### src/rtl/sinc_pkg.sv
package sinc_pkg;

  localparam int ACC_W   = 27;
  localparam int OUT_W   = 32;
  localparam int PER_W   = 14;
  localparam int STAGES  = 3;
  localparam int MIN_PER = 2;

  // Largest r with r**k <= v, evaluated at elaboration time.
  function automatic int unsigned int_root(input longint unsigned v, input int k);
    int unsigned r;
    r = 0;
    for (int b = 15; b >= 0; b--) begin
      longint unsigned t;
      longint unsigned p;
      t = longint'(r) | (longint'(1) << b);
      p = 1;
      for (int j = 0; j < k; j++) p = p * t;
      if (p <= v) r = int'(t);
    end
    return r;
  endfunction

  localparam int LIM3 = int'(int_root(longint'(1) << ACC_W, 3));
  localparam int LIM2 = int'(int_root(longint'(1) << ACC_W, 2));

  function automatic logic [PER_W-1:0] period_limit(input logic ord3);
    return ord3 ? PER_W'(LIM3) : PER_W'(LIM2);
  endfunction

  function automatic logic [PER_W-1:0] clamp_period(input logic [PER_W-1:0] raw,
                                                    input logic ord3);
    logic [PER_W-1:0] lim;
    lim = period_limit(ord3);
    if (raw < PER_W'(MIN_PER)) return PER_W'(MIN_PER);
    if (raw > lim) return lim;
    return raw;
  endfunction

  function automatic logic [OUT_W-1:0] format_out(input logic [ACC_W-1:0] d,
                                                  input logic shift);
    if (shift) return {d, {(OUT_W-ACC_W){1'b0}}};
    return {{(OUT_W-ACC_W){1'b0}}, d};
  endfunction

endpackage

### src/rtl/sinc_integ_chain.sv
module sinc_integ_chain #(
  parameter int ACC_W  = sinc_pkg::ACC_W,
  parameter int STAGES = sinc_pkg::STAGES
) (
  input  logic             clk,
  input  logic             rst,
  input  logic             clr,
  input  logic             en,
  input  logic             din,
  input  logic             ord3,
  output logic [ACC_W-1:0] tap
);
  logic [ACC_W-1:0] acc_q   [STAGES];
  logic [ACC_W-1:0] acc_nxt [STAGES];

  // Each stage adds the freshly updated value of the stage before it.
  for (genvar s = 0; s < STAGES; s++) begin : g_stage
    if (s == 0) begin : g_first
      assign acc_nxt[s] = acc_q[s] + ACC_W'(din);
    end else begin : g_rest
      assign acc_nxt[s] = acc_q[s] + acc_nxt[s-1];
    end

    always_ff @(posedge clk) begin
      if (rst || clr) acc_q[s] <= '0;
      else if (en)    acc_q[s] <= acc_nxt[s];
    end
  end

  assign tap = ord3 ? acc_nxt[STAGES-1] : acc_nxt[STAGES-2];
endmodule

### src/rtl/sinc_comb_chain.sv
module sinc_comb_chain #(
  parameter int ACC_W  = sinc_pkg::ACC_W,
  parameter int STAGES = sinc_pkg::STAGES
) (
  input  logic             clk,
  input  logic             rst,
  input  logic             clr,
  input  logic             load,
  input  logic             ord3,
  input  logic [ACC_W-1:0] tap_in,
  output logic [ACC_W-1:0] diff
);
  logic [ACC_W-1:0] dly_q [STAGES];
  logic [ACC_W-1:0] dif   [STAGES];

  for (genvar s = 0; s < STAGES; s++) begin : g_stage
    if (s == 0) begin : g_first
      assign dif[s] = tap_in - dly_q[s];
      always_ff @(posedge clk) begin
        if (rst || clr) dly_q[s] <= '0;
        else if (load)  dly_q[s] <= tap_in;
      end
    end else begin : g_rest
      assign dif[s] = dif[s-1] - dly_q[s];
      always_ff @(posedge clk) begin
        if (rst || clr) dly_q[s] <= '0;
        else if (load)  dly_q[s] <= dif[s-1];
      end
    end
  end

  assign diff = ord3 ? dif[STAGES-1] : dif[STAGES-2];
endmodule

### src/rtl/sinc_window_ctrl.sv
module sinc_window_ctrl #(
  parameter int PER_W      = sinc_pkg::PER_W,
  parameter int DEF_PERIOD = 64
) (
  input  logic             clk,
  input  logic             rst,
  input  logic             restart,
  input  logic             en,
  input  logic             ord3,
  input  logic             per_wr,
  input  logic [PER_W-1:0] per_in,
  output logic             boundary,
  output logic             settling_now,
  output logic             clamped,
  output logic [PER_W-1:0] active_period
);
  import sinc_pkg::*;

  logic [PER_W-1:0] cnt_q;
  logic [PER_W-1:0] pend_q;
  logic [1:0]       settle_q;
  logic [PER_W-1:0] next_per;
  logic [1:0]       fill_windows;

  assign next_per     = clamp_period(pend_q, ord3);
  assign fill_windows = ord3 ? 2'd3 : 2'd2;
  assign boundary     = en && !restart && (cnt_q == active_period - PER_W'(1));
  assign settling_now = (settle_q != 2'd0);

  always_ff @(posedge clk) begin
    if (rst) begin
      cnt_q         <= '0;
      pend_q        <= PER_W'(DEF_PERIOD);
      active_period <= PER_W'(DEF_PERIOD);
      clamped       <= 1'b0;
      settle_q      <= fill_windows;
    end else begin
      if (per_wr) pend_q <= per_in;
      if (restart) begin
        cnt_q         <= '0;
        active_period <= next_per;
        clamped       <= (next_per != pend_q);
        settle_q      <= fill_windows;
      end else if (en) begin
        if (boundary) begin
          cnt_q         <= '0;
          active_period <= next_per;
          clamped       <= (next_per != pend_q);
          if (settling_now) settle_q <= settle_q - 2'd1;
        end else begin
          cnt_q <= cnt_q + PER_W'(1);
        end
      end
    end
  end
endmodule

### src/rtl/sinc_decim.sv
module sinc_decim #(
  parameter int ACC_W      = sinc_pkg::ACC_W,
  parameter int OUT_W      = sinc_pkg::OUT_W,
  parameter int PER_W      = sinc_pkg::PER_W,
  parameter int STAGES     = sinc_pkg::STAGES,
  parameter int DEF_PERIOD = 64
) (
  input  logic             clk,
  input  logic             rst,
  input  logic             bit_en,
  input  logic             bit_in,
  input  logic             order_sel,
  input  logic             scale_mode,
  input  logic             period_wr,
  input  logic [PER_W-1:0] period_in,
  output logic [OUT_W-1:0] sample_out,
  output logic             sample_vld,
  output logic             sample_settling,
  output logic             period_clamped
);
  import sinc_pkg::*;

  logic             order_q;
  logic             order_change;
  logic             acc_en;
  logic             boundary;
  logic             settling_now;
  logic [PER_W-1:0] active_period;
  logic [ACC_W-1:0] integ_tap;
  logic [ACC_W-1:0] comb_diff;

  assign order_change = (order_sel != order_q);
  assign acc_en       = bit_en && !order_change;

  always_ff @(posedge clk) begin
    if (rst) order_q <= order_sel;
    else     order_q <= order_sel;
  end

  sinc_window_ctrl #(.PER_W(PER_W), .DEF_PERIOD(DEF_PERIOD)) u_win (
    .clk          (clk),
    .rst          (rst),
    .restart      (order_change),
    .en           (bit_en),
    .ord3         (order_sel),
    .per_wr       (period_wr),
    .per_in       (period_in),
    .boundary     (boundary),
    .settling_now (settling_now),
    .clamped      (period_clamped),
    .active_period(active_period)
  );

  sinc_integ_chain #(.ACC_W(ACC_W), .STAGES(STAGES)) u_integ (
    .clk (clk),
    .rst (rst),
    .clr (order_change),
    .en  (acc_en),
    .din (bit_in),
    .ord3(order_q),
    .tap (integ_tap)
  );

  sinc_comb_chain #(.ACC_W(ACC_W), .STAGES(STAGES)) u_comb (
    .clk   (clk),
    .rst   (rst),
    .clr   (order_change),
    .load  (boundary),
    .ord3  (order_q),
    .tap_in(integ_tap),
    .diff  (comb_diff)
  );

  always_ff @(posedge clk) begin
    if (rst) begin
      sample_out      <= '0;
      sample_vld      <= 1'b0;
      sample_settling <= 1'b0;
    end else begin
      sample_vld <= boundary;
      if (boundary) begin
        sample_out      <= format_out(comb_diff, scale_mode);
        sample_settling <= settling_now;
      end
    end
  end
endmodule

### config.mk
export PLATFORM = sky130hd
export DESIGN_NAME = sinc_decim
export DESIGN_NICKNAME = d
export VERILOG_FILES = /design/src/rtl/sinc_pkg.sv /design/src/rtl/sinc_integ_chain.sv /design/src/rtl/sinc_comb_chain.sv /design/src/rtl/sinc_window_ctrl.sv /design/src/rtl/sinc_decim.sv
export SDC_FILE = /design/constraint.sdc
export NUM_CORES = 1
export LEC_CHECK = 0
export BUFFER_PORTS_ARGS = -buffer_cell sky130_fd_sc_hd__buf_2
export CORE_MARGIN = 4
export CORE_UTILIZATION = 50
export CTS_CLUSTER_SIZE = 16
export DETAILED_ROUTE_END_ITERATION = 8
export PLACE_DENSITY = 0.71
export SYNTH_ARGS = -nofsm -noshare
export SYNTH_HDL_FRONTEND = slang
export SYNTH_SLANG_ARGS = --single-unit
### constraint.sdc
create_clock -name clk -period 16.46 [get_ports clk]
set_input_delay 3.292 -clock clk [delete_from_list [all_inputs] [get_ports clk]]
set_output_delay 3.292 -clock clk [all_outputs]
set_load 0.01 [all_outputs]
After elaboration in Yosys (flattened, before gate mapping)
Memory sizes are Yosys's and may differ from the RTL's.
Cells that the tools add are included.
{"block": "word_totals", "reg_bits": 80, "ramBits": 162, "in_bits": 21, "output_inout_bits": 35, "mem_count": 2}
{"block": "classes", "n_addsub": 9, "order_cmp": 2, "n_eq_ne": 3, "muxes": 42, "bitwise": 6, "n_reduce_logical": 13}
{"memory": "u_comb.dly_q", "words": 3, "word_bits": 27, "read_ports": 3, "rd_clocked_by_memory_dff": 0, "write_ports": 3, "line_no": "sinc_comb_chain.sv:13", "source": "logic [ACC_W-1:0] dly_q [STAGES];"}
{"memory": "u_integ.acc_q", "words": 3, "word_bits": 27, "read_ports": 3, "rd_clocked_by_memory_dff": 0, "write_ports": 3, "line_no": "sinc_integ_chain.sv:13", "source": "logic [ACC_W-1:0] acc_q [STAGES];"}
{"operator": "27-bit two-way mux", "n": 8}
{"operator": "14-bit two-way mux", "n": 9}
{"operator": "27-bit subtractor", "n": 3}
{"operator": "32-bit two-way mux", "n": 2}
{"operator": "27-bit adder", "n": 2}
{"operator": "27-bit by 1-bit adder with 27-bit output", "n": 1}
{"operator": "1-bit two-way mux", "n": 18}
{"operator": "14-bit by 1-bit adder with 14-bit output, second input constant", "n": 1}
{"operator": "14-bit == test", "n": 1}
{"operator": "14-bit > comparator", "n": 1}
{"operator": "14-bit by 2-bit less-than comparator with 1-bit output, second input constant", "n": 1}
{"operator": "14-bit != test", "n": 1}
{"operator": "14-bit by 1-bit subtractor with 14-bit output, second input constant", "n": 1}
{"operator": "2-bit two-way mux", "n": 5}
{"operator": "3-bit nonzero test", "n": 3}
{"operator": "1-bit bitwise OR", "n": 6}
{"operator": "2-bit nonzero test", "n": 3}
{"operator": "3-bit AND reduction", "n": 1}
{"operator": "1-bit logical AND", "n": 2}
{"operator": "2-bit AND reduction", "n": 1}
{"operator": "2-bit OR reduction", "n": 1}
{"operator": "2-bit by 1-bit subtractor with 2-bit output, second input constant", "n": 1}
{"operator": "1-bit logical NOT", "n": 1}
{"operator": "1-bit logical OR", "n": 1}
{"operator": "1-bit != test", "n": 1}

Depth between registers and ports, before layout
An unclocked memory read counts as a cell.
{"block": "depth", "depth_word": 11, "ltp_mapped": 50, "ltp_nobuf": 50}

Cells and area by module
From an unflattened synthesis, not the netlist that was laid out.
{"block": "unflattened", "cells_unflattened": 1993, "area_unflattened_um2": 18262.5}
{"module": "sinc_comb_chain", "instances": 1, "cells_per_inst": 821, "area_per_inst_um2": 7320.8, "seq_area_each_um2": 2432.3}
{"module": "sinc_integ_chain", "instances": 1, "cells_per_inst": 705, "area_per_inst_um2": 6722.7, "seq_area_each_um2": 2432.3}
{"module": "sinc_window_ctrl", "instances": 1, "cells_per_inst": 315, "area_per_inst_um2": 2732.6, "seq_area_each_um2": 920.9}
{"module": "sinc_decim", "instances": 1, "cells_per_inst": 152, "area_per_inst_um2": 1486.4, "seq_area_each_um2": 700.7}

Worst setup path before layout
OpenSTA, ideal clock, no wires.
{"block": "synth_timing", "path_kind": "input to register", "from": "input bit_in", "to": "register sample_out[23]", "arrival_ns": 11.527, "t_required_ns": 16.328, "setup_slack_ns": 4.801, "cell_stages": 45, "path_buffers": 0, "path_cell_list": "ha_1 -> ha_1 -> ha_1 -> a21o_1 -> a21oi_1 -> o21bai_1 -> a21oi_1 -> o21bai_1 -> a21oi_1 -> o21bai_1 -> a21oi_1 -> xor2_1 -> inv_1 -> ha_1 -> a21o_1 -> a21o_1 -> a41o_1 -> xor2_1 -> (+9 left out) -> xnor2_1 -> ha_1 -> a21o_1 -> a21o_1 -> a221oi_1 -> nand2b_1 -> xnor2_1 -> inv_1 -> ha_1 -> nand4_1 -> inv_1 -> a221oi_1 -> nand2_1 -> a311oi_1 -> nor3_1 -> a2111oi_0 -> a211o_1 -> a21oi_1"}
{"item": "start, declared", "line_no": "sinc_decim.sv:11", "source": "input logic bit_in,"}
{"item": "end signal, assigned", "line_no": "sinc_decim.sv:82", "source": "sample_out <= format_out(comb_diff, scale_mode);"}
{"item": "end, declared", "line_no": "sinc_decim.sv:16", "source": "output logic [OUT_W-1:0] sample_out,"}

==> results.cfg <==
[floorplan]
die_w_um = 196.1
die_area_um2 = 38450
fp.coreArea_um2 = 34710
initial_core_util_pct = 50.95
boundaryPins = 56
rows = 68
die_y_um = 196.1

[critical_path]
critPathKind = input port to register
critPathTopFamily = compound AO/OA/AOI/OAI gates
cp.arrival_ns = 13.00
worstPathRequired_ns = 16.87
max_stage_delay_ns = 0.44
start_kind = input port
worstPathMaxFanout = 5
startpoint = bit_in
worst-path-buf-inv = 4
worstReg2RegStart = u_integ.acc_q[0][0]
end_kind = register
r2r.worst_path.cells = 49
crit_cells = 50
cp_slowest_cell = a2111oi_0

[logic_synthesis]
yosysWarnings = 0
async_flop_share_pct = 0
ys_ff_latch = 242
synthCells = 1969
synth_cell_types = 88
avgSynthCellArea_um2 = 8.983
synth_edf_count = 164
yosysTopAreaCell = edfxtp_1
synthesis.area_um2 = 17690
synth_ff_type = edfxtp_1
synthTopCellsByArea = edfxtp_1 28%, ha_1 10%, dfxtp_1 8.8%
ys_seq_area_share_pct = 36.67
syn_nets = 2140
synth_top_area_share_pct = 27.84

[cts]
cts_setup_buffers = 0
cts.clk_slew.worst_paths_ns = 0.06
htreeDepth = 1
clk_latency_ns = 0.57
cts.repair.resized = 0
cts_max_path_buffers = 3
root_buffer = clkbuf_16
ctsHoldBuffers = 0
cts_buffers = 29
tritoncts = done
cts_sinks = 242

[global_route]
grt_max_degree = 83
grt_overflow = 0
grt.total_usage_pct = 21.13
grt_pass1_vias = 13870
grt_antenna_before_repair = 0
grt_pass1_wl_um = 68770

[min_path]
hold_depth = 2
min_path_type = register to register
hp-start = sample_out[28]

[placement]
dp_cells = 2424
gp_congestion = 0.8764
dp_hpwl_um = 29890
dp_slack_ns = 3.567
io_buffer_count = 55
dpl_cell_area_um2 = 18340

[timing]
worst_slew_pin_slew_ns = 1.149
maxSlewViolCount = 0
fin_crit_sh_pct = 76.49
hold_viol_final = 0
fin_skew_ns = 0.01430
period_needed_ns = 12.59
tns_ns = 0
setup_viol = 0
relSlewSlack_pct = 23.39
grt_setup_unrepaired = no
fmax_ghz = 0.07943
whs_ns = 0.4514
fin_ws_ns = 3.870

[routing]
wl_per_cell_um = 16.89
ant_nets = 0
routed_wl_um = 41810
drtIter0Drc = 951
first_pass_iters = 5
vias_per_cell = 5.799
num_vias = 14360
drc_errors = 0

[power_and_ir_drop]
power_density_nw_per_um2 = 197.3
p_seq_share_pct = 18.6
switching_share_pct = 47.34
clock_power_share_pct = 15.9
p_leak_nw = 8.393
peakVddDrop_mv = 0.1449
intPower_mw = 1.997
total_power_mw = 3.792
p_comb_share_pct = 65.5
power.net_switching_mw = 1.795

[final_layout]
layout.nets = 2171
area_delta_synth_final_pct = 8.652
utilization_pct = 55.36
fin_cells = 2476
drive_gt1_share_pct = 7.076
antenna_cells = 0
num-fill-cells = 3124
design_area_um2 = 19220
most-common-layout-cells = 164 x nor2_1, 164 x edfxtp_1, 147 x inv_1

[run_status]
status = finished, final reports clean

[flow_run]
maxCapViolCount = 0
routing by layer:
metal	vias up	wire length, um	track usage, %
met2	342	19040	35.10
met4	0	1216	6.077
met5	-	0	0
met1	6826	19590	29.15
met3	73	1964	2.610
li1	7118	-	-
logic make-up after synthesis:
family / share of synthesized area [%]
AO/OA/AOI/OAI: 17.52
XOR/XNOR: 8.347
adder cells (fa/ha/maj): 10.82
buffers and inverters: 4.747
flip-flops: 36.67
multiplexers: 2.356
AND/OR/NAND/NOR: 19.53
layout make-up:
type | instances | area [um2] | share of cell area [%]
sequential | 242 | 6487 | 33.76
multi-input combinational | 1513 | 10370 | 53.98
inverter | 150 | 564.3 | 2.936
timing repair buffer | 64 | 342.8 | 1.784
clock buffer | 41 | 822.0 | 4.278
tap | 455 | 569.3 | 2.962
clock inverter | 11 | 57.56 | 0.2995
flip-flops by register name, indices dropped and copies added (netlist names):
name	cells
sample_out	32
u_integ.acc_q	81
u_win.active_period	14
sample_settling	1
u_win.settle_q	2
u_comb.dly_q	81
u_win.pend_q	14
u_win.clamped	1
order_q	1
sample_vld	1
u_win.cnt_q	14
power groups by stage:
stage / clock, mW / combinational (mW) / sequential, mW
6_report: 0.604 / 2.48 / 0.705
5_1_grt: 0.641 / 2.73 / 0.709
4_1_cts: 0.619 / 2.43 / 0.705
3_5_place_dp: 0 / 2.40 / 0.718
3_3_place_gp: 0 / 2.36 / 0.717
2_1_floorplan: 0 / 1.84 / 0.713
synth_stat cells (31+ instances only):
master and n:
and3_1 31, nand2_1 147, xor2_1 73, a21oi_1 138
xnor2_1 93, nor3_1 34, mux2i_1 36, inv_1 147
ha_1 145, clkbuf_1 45, edfxtp_1 164, o21ai_0 100
nor2_1 164, nand3_1 50, dfxtp_1 78, a21o_1 59
and2_1 118
worst min-delay path: stages, from the launching register on:
cell     delay (ns)
dfxtp_1        0.30
nand2_1        0.05
a21oi_1        0.05
path summary, 6_finish.rpt:
check	slack (ns)	end
setup reg to reg	6.34	sample_out[23]
hold / removal	0.45	sample_out[28]
setup / recovery	3.87	sample_out[23]
hold reg to reg	0.45	sample_out[28]
(Power assumes the default switching activity.)
